==> src/rtl/fts_pkg.sv <==
package fts_pkg;

  typedef enum logic [1:0] {
    CMD_DESEL,
    CMD_START,
    CMD_NEXT,
    CMD_STAY
  } cmd_e;

  // chip is selected only with all three enables in their active state
  function automatic logic chip_on(logic e1_n, logic e2, logic e3_n);
    return !e1_n && e2 && !e3_n;
  endfunction

  // low two address bits of burst step 'step' from start value 'start'
  function automatic logic [1:0] burst_low(logic [1:0] start, logic [1:0] step,
                                           logic linear);
    return linear ? 2'(start + step) : (start ^ step);
  endfunction

endpackage

==> src/rtl/fts_cmd_decode.sv <==
module fts_cmd_decode
  import fts_pkg::*;
#(
  parameter int LANES = 4
) (
  input  logic             pstb_n,
  input  logic             cstb_n,
  input  logic             adv_n,
  input  logic             ce1_n,
  input  logic             ce2,
  input  logic             ce3_n,
  input  logic             gw_n,
  input  logic             bwe_n,
  input  logic [LANES-1:0] bw_n,
  output cmd_e             cmd,
  output logic             proc_start,
  output logic             wr_req,
  output logic [LANES-1:0] lane_we
);

  logic sel;

  always_comb begin
    sel        = chip_on(ce1_n, ce2, ce3_n);
    proc_start = 1'b0;
    if (!pstb_n && !ce1_n) begin
      cmd        = sel ? CMD_START : CMD_DESEL;
      proc_start = sel;
    end else if (!cstb_n) begin
      cmd = sel ? CMD_START : CMD_DESEL;
    end else begin
      cmd = adv_n ? CMD_STAY : CMD_NEXT;
    end
  end

  always_comb begin
    if (!gw_n)       lane_we = '1;
    else if (!bwe_n) lane_we = ~bw_n;
    else             lane_we = '0;
    wr_req = |lane_we;
  end

endmodule

==> src/rtl/fts_burst_ctr.sv <==
module fts_burst_ctr
  import fts_pkg::*;
#(
  parameter int ADDR_W = 6
) (
  input  logic              clk,
  input  logic              rst_n,
  input  logic              load,
  input  logic              step,
  input  logic              lin_mode,
  input  logic [ADDR_W-1:0] load_addr,
  output logic [ADDR_W-1:0] cur_addr,
  output logic [ADDR_W-1:0] nxt_addr
);

  logic [ADDR_W-1:0] base_q;
  logic [1:0]        cnt_q;

  always_ff @(posedge clk or negedge rst_n) begin
    if (!rst_n) begin
      base_q <= '0;
      cnt_q  <= '0;
    end else if (load) begin
      base_q <= load_addr;
      cnt_q  <= '0;
    end else if (step) begin
      cnt_q <= cnt_q + 2'd1;
    end
  end

  assign cur_addr = {base_q[ADDR_W-1:2], burst_low(base_q[1:0], cnt_q, lin_mode)};
  assign nxt_addr = {base_q[ADDR_W-1:2],
                     burst_low(base_q[1:0], cnt_q + 2'd1, lin_mode)};

endmodule

==> src/rtl/fts_lane_array.sv <==
module fts_lane_array #(
  parameter int ADDR_W = 6,
  parameter int LANES  = 4,
  parameter int LANE_W = 9
) (
  input  logic                    clk,
  input  logic                    we,
  input  logic [LANES-1:0]        lane_we,
  input  logic [ADDR_W-1:0]       waddr,
  input  logic [LANES*LANE_W-1:0] wdata,
  input  logic [ADDR_W-1:0]       raddr,
  output logic [LANES*LANE_W-1:0] rdata
);

  localparam int DEPTH = 1 << ADDR_W;

  for (genvar g = 0; g < LANES; g++) begin : g_lane
    logic [LANE_W-1:0] mem [DEPTH];

    always_ff @(posedge clk) begin
      if (we && lane_we[g]) mem[waddr] <= wdata[g*LANE_W +: LANE_W];
    end

    assign rdata[g*LANE_W +: LANE_W] = mem[raddr];
  end

endmodule

==> src/rtl/fts_sram.sv <==
module fts_sram
  import fts_pkg::*;
#(
  parameter int ADDR_W = 6,
  parameter int LANES  = 4,
  parameter int LANE_W = 9
) (
  input  logic                    clk,
  input  logic                    rst_n,
  input  logic                    ce1_n,
  input  logic                    ce2,
  input  logic                    ce3_n,
  input  logic                    pstb_n,
  input  logic                    cstb_n,
  input  logic                    adv_n,
  input  logic                    gw_n,
  input  logic                    bwe_n,
  input  logic [LANES-1:0]        bw_n,
  input  logic                    lin_mode,
  input  logic                    oe_n,
  input  logic                    sleep,
  input  logic [ADDR_W-1:0]       addr,
  input  logic [LANES*LANE_W-1:0] dq_in,
  output logic [LANES*LANE_W-1:0] dq_out,
  output logic                    dq_drive
);

  localparam int DATA_W = LANES * LANE_W;

  cmd_e              cmd;
  logic              proc_start, wr_req;
  logic [LANES-1:0]  lane_we;
  logic              busy_q, wr_q, asleep_q;
  logic [ADDR_W-1:0] cur_addr, nxt_addr, waddr;
  logic [DATA_W-1:0] rdata;

  // named events, also observed by the checker
  logic frozen, start_evt, desel_evt, adv_evt, stay_evt, write_evt;

  fts_cmd_decode #(.LANES(LANES)) u_dec (
    .pstb_n(pstb_n), .cstb_n(cstb_n), .adv_n(adv_n),
    .ce1_n(ce1_n), .ce2(ce2), .ce3_n(ce3_n),
    .gw_n(gw_n), .bwe_n(bwe_n), .bw_n(bw_n),
    .cmd(cmd), .proc_start(proc_start), .wr_req(wr_req), .lane_we(lane_we)
  );

  assign frozen    = sleep | asleep_q;
  assign start_evt = !frozen && cmd == CMD_START;
  assign desel_evt = !frozen && cmd == CMD_DESEL;
  assign adv_evt   = !frozen && cmd == CMD_NEXT && busy_q;
  assign stay_evt  = !frozen && cmd == CMD_STAY && busy_q;
  assign write_evt = wr_req && ((start_evt && !proc_start) || adv_evt || stay_evt);
  assign waddr     = start_evt ? addr : (adv_evt ? nxt_addr : cur_addr);

  fts_burst_ctr #(.ADDR_W(ADDR_W)) u_ctr (
    .clk(clk), .rst_n(rst_n), .load(start_evt), .step(adv_evt),
    .lin_mode(lin_mode), .load_addr(addr),
    .cur_addr(cur_addr), .nxt_addr(nxt_addr)
  );

  fts_lane_array #(.ADDR_W(ADDR_W), .LANES(LANES), .LANE_W(LANE_W)) u_arr (
    .clk(clk), .we(write_evt), .lane_we(lane_we), .waddr(waddr),
    .wdata(dq_in), .raddr(cur_addr), .rdata(rdata)
  );

  always_ff @(posedge clk or negedge rst_n) begin
    if (!rst_n) begin
      busy_q   <= 1'b0;
      wr_q     <= 1'b0;
      asleep_q <= 1'b0;
    end else begin
      asleep_q <= sleep;
      if (start_evt) begin
        busy_q <= 1'b1;
        wr_q   <= wr_req && !proc_start;
      end else if (desel_evt) begin
        busy_q <= 1'b0;
        wr_q   <= 1'b0;
      end else if (adv_evt || stay_evt) begin
        wr_q <= wr_req;
      end
    end
  end

  assign dq_drive = busy_q && !wr_q && !oe_n && !asleep_q;
  assign dq_out   = dq_drive ? rdata : '0;

endmodule

==> config.mk <==
export PLATFORM = sky130hd
export DESIGN_NAME = fts_sram
export DESIGN_NICKNAME = d
export VERILOG_FILES = /design/src/rtl/fts_pkg.sv /design/src/rtl/fts_cmd_decode.sv /design/src/rtl/fts_burst_ctr.sv /design/src/rtl/fts_lane_array.sv /design/src/rtl/fts_sram.sv
export SDC_FILE = /design/constraint.sdc
export NUM_CORES = 2
export LEC_CHECK = 0
export BUFFER_PORTS_ARGS = -buffer_cell sky130_fd_sc_hd__buf_2
export CORE_MARGIN = 2
export CORE_UTILIZATION = 40
export DETAILED_ROUTE_END_ITERATION = 16
export PLACE_DENSITY_LB_ADDON = 0.05
export RECOVER_POWER = 25
export SLEW_MARGIN = 20
export SYNTH_ARGS = -nofsm -noshare
export SYNTH_HDL_FRONTEND = slang
export SYNTH_HIERARCHICAL = 1
export SYNTH_SLANG_ARGS = --single-unit
==> constraint.sdc <==
create_clock -name clk -period 9.4 [get_ports clk]
set_input_delay 2.82 -clock clk [delete_from_list [all_inputs] [get_ports clk]]
set_output_delay 2.82 -clock clk [all_outputs]
set_load 0.05 [all_outputs]
==> reports/qor.yml <==
route:
  viasPerCell: 5.84
  vias: 44700
  wl_per_cell_um: 36.3
  routed_wl_um: 278000
  drt_iter0_markers: 5148
  drtPass1Iterations: 12
  ant_nets: 0
  drc: 0
setup_path:
  endpoint_kind: "primary output"
  cp.arrival_ns: 6.28
  critPathKind: "in -> out"
  r2r-start: "u_ctr/cnt_q[0]$_DFFE_PN0P_"
  r2r-end: "u_arr/g_lane[0].mem[9][5]$_DFFE_PP_"
  startpoint_type: "input port"
  reg2regPathDepth: 8
  reg2reg_slack_ns: 3.67
  cp.required_ns: 6.58
  critPathMaxFanout: 26
timing:
  skew_ns: 0.0639
  holdWs_ns: 0.544
  finalMaxSlewViolations: 1690
  hold_viol_final: 0
  min_period_over_period_pct: 96.8
  rsz0062_at_grt: "false"
  min_period_ns: 9.10
  tightest_slew_ns: 3.35
  setup_viol: 0
  relSlewSlack_pct: -123
  max_freq_mhz: 110
clocking:
  cts_htree_levels: 5
  cts_made_buffers: 276
  clkSinkCount: 2315
  cts_root_buf: "clkbuf_16"
  clock_latency_ns: 0.90
  cts_tree: "yes"
  cts-hold-fix-buffers: 0
  cts_buffer_depth: 4
  cts.reportedPaths.clkPinSlew_ns: 0.06
power_and_ir_drop:
  p_per_area_nw_per_um2: 285
  p_leak_uw: 0.0318
  power_uw: 29400
  ir_worst_vdd_mv: 0.198
finish:
  drive_gt1_share_pct: 28.0
  final_nets: 4552
  fin_cells: 7653
  nFillCells: 18700
  area_growth_pct: 15.2
flow_run:
  drv_cap: 26
logic_synthesis:
  syn_avg_cell_area_um2: 21.6
  yosysTopAreaCell: "edfxtp_1"
  synth.cell_area_um2: 89400
  ys_seq_area_share_pct: 77.7
  yosysMostFrequentCell: "edfxtp_1"
  yosys_warnings: 6
  yosys-top-cells-area: "edfxtp_1 (77%), mux4_2 (14%), nor2_1 (1.3%), o22ai_1 (1.1%), mux2i_1 (0.93%)"
  ys_seq_elements: 2315
  synthArstFlopShare_pct: 0.475
  synth_flop_cell: "edfxtp_1"
  synth_edf_count: 2304
  synth_commonest_cells: "edfxtp_1 (2304), mux4_2 (564), nor2_1 (299)"
  synthCells: 4143
  syn_nets: 4204
  ys_types: 56
  synth_top_area_share_pct: 77.4
global_route:
  grt_pass1_wl_um: 381000
  grt_max_degree: 106
  first_global_vias: 44800
  grt_overflow: 0
  grt.total_usage_pct: 24.3
  antenna_found_initial: 33
placement:
  place_congestion: 0.831
  dp.cells: 7187
  dp_hpwl_um: 173000
  io_buffers: 95
floorplanning:
  die_h_um: 477
  io_pins: 96
  core_um2: 222000
  die_w_um: 477
  die-area_um2: 227000
  start_util_pct: 40.2
  num_rows: 173
hold_path:
  holdCritStartpoint: "busy_q$_DFFE_PN0P_"
  hold_path_class: "reg -> reg"
  hold_path_end: "busy_q$_DFFE_PN0P_"
  worstHoldPathCells: 1
run_status:
  violations: "capacitance limit, slew limit"
  outcome: "finished, violations left"
-- stage by stage --
stage	worst slack (ns)	setup TNS [ns]	area, um^2	util [%]
finish	0.300	0	103000	46.3
global route	0.162	0	103000	46.3
CTS	0.151	0	103000	46.3
detailed placement	-0.00935	-0.00935	94700	42.6
global placement	-0.0598	-0.0598	94600	42.6
floorplan	1.63	0	89400	-
-- cell families (layout without fill, tap and decap cells) --
| group | after synthesis | after routing | share of synthesized area [%] |
|---|---|---|---|
| other | 0 | 20 | 0 |
| and+or+nand+nor | 570 | 570 | 2.86 |
| AOI/OAI and AO/OA | 323 | 323 | 2.46 |
| DFF | 2315 | 2315 | 77.7 |
| muxes | 678 | 678 | 15.5 |
| buffers and inverters | 251 | 766 | 1.33 |
| xor gates and xnor gates | 4 | 4 | 0.0630 |
| adders and majority gates | 2 | 2 | 0.0280 |
-- critical path, cell delays in order --
cell and delay (ns):
buf_2 0.10, nand2_1 0.08, xnor2_2 0.18, buf_12 0.29, buf_12 0.26, nand2b_1 0.44
o22ai_1 0.18, a2111oi_1 0.68, a2111oi_0 0.17, nor3_1 0.49, buf_4 0.20, and2_1 0.17
buf_12 0.15
-- cell usage in the layout (no fill, tap or decap), drive strengths merged, types with 7 or more instances in the layout --
master | netlist | routed
nand2b | 13 | 13
diode | 0 | 20
bufinv | 0 | 18
a21oi | 36 | 36
mux4 | 564 | 564
a221oi | 21 | 21
dfrtp | 11 | 11
o22ai | 155 | 155
mux2i | 83 | 83
o22a | 14 | 14
nor3 | 21 | 21
clkbuf | 121 | 377
edfxtp | 2304 | 2304
a211oi | 10 | 10
nand2 | 123 | 123
o21ai | 30 | 30
nor2 | 300 | 300
nor2b | 15 | 15
nor4 | 25 | 25
mux2 | 31 | 31
buf | 128 | 289
o221ai | 17 | 17
a2111oi | 10 | 10
a2bb2oi | 11 | 11
a221o | 7 | 7
clkinv | 0 | 76
and2 | 46 | 46
-- cell type report --
class,count,area [um^2],area share [%]
clock inverters,98,905,0.879
multi-input cells,1577,18900,18.3
diodes,20,50.0,0.0486
flip-flops and latches,2315,69500,67.5
well taps,2975,3720,3.62
inverters,2,15.0,0.0146
repair buffers,319,2570,2.49
clock buffers,347,7320,7.11
-- report_power, final --
group          internal (uW)  total (uW)  switching [uW]  leakage (uW)
Combinational           3350        7900            4550       0.00690
Clock                   5950        9960            4010       0.00404
Sequential             11400       11500            87.2        0.0208
-- worst max path at each step --
| stage | slack [ns] | cells past startpoint | to | startpoint |
|---|---|---|---|---|
| after global placement | -0.06 | 13 | dq_out[3] | lin_mode |
| after detailed placement | -0.009 | 13 | dq_out[3] | lin_mode |
| final | 0.30 | 13 | dq_out[3] | lin_mode |
| after floorplan | 1.63 | 12 | dq_out[34] | lin_mode |
| after global routing | 0.16 | 13 | dq_out[3] | lin_mode |
| after CTS | 0.15 | 13 | dq_out[3] | lin_mode |
-- repair_timing --
item,in CTS,in global routing
resized for setup,1,0
buffers inserted,0,0
setup endpoints to repair,1,0
-- state kept, by name, summed over array words and instances, names as in the netlist --
name / cells
u_ctr/cnt_q: 2
u_ctr/base_q: 6
wr_q: 1
busy_q: 1
asleep_q: 1
u_arr/g_lane.mem: 2304
-- per-layer routing --
metal | global-route usage [%] | part of all wire [%] | vias to the layer above
met4 | 7.78 | 3.0 | 12
li1 | - | - | 18100
met3 | 5.76 | 7.2 | 441
met1 | 33.7 | 42 | 24500
met2 | 38.0 | 47 | 1661
met5 | 0.588 | 0.087 | -
(Power assumes the default switching activity.)
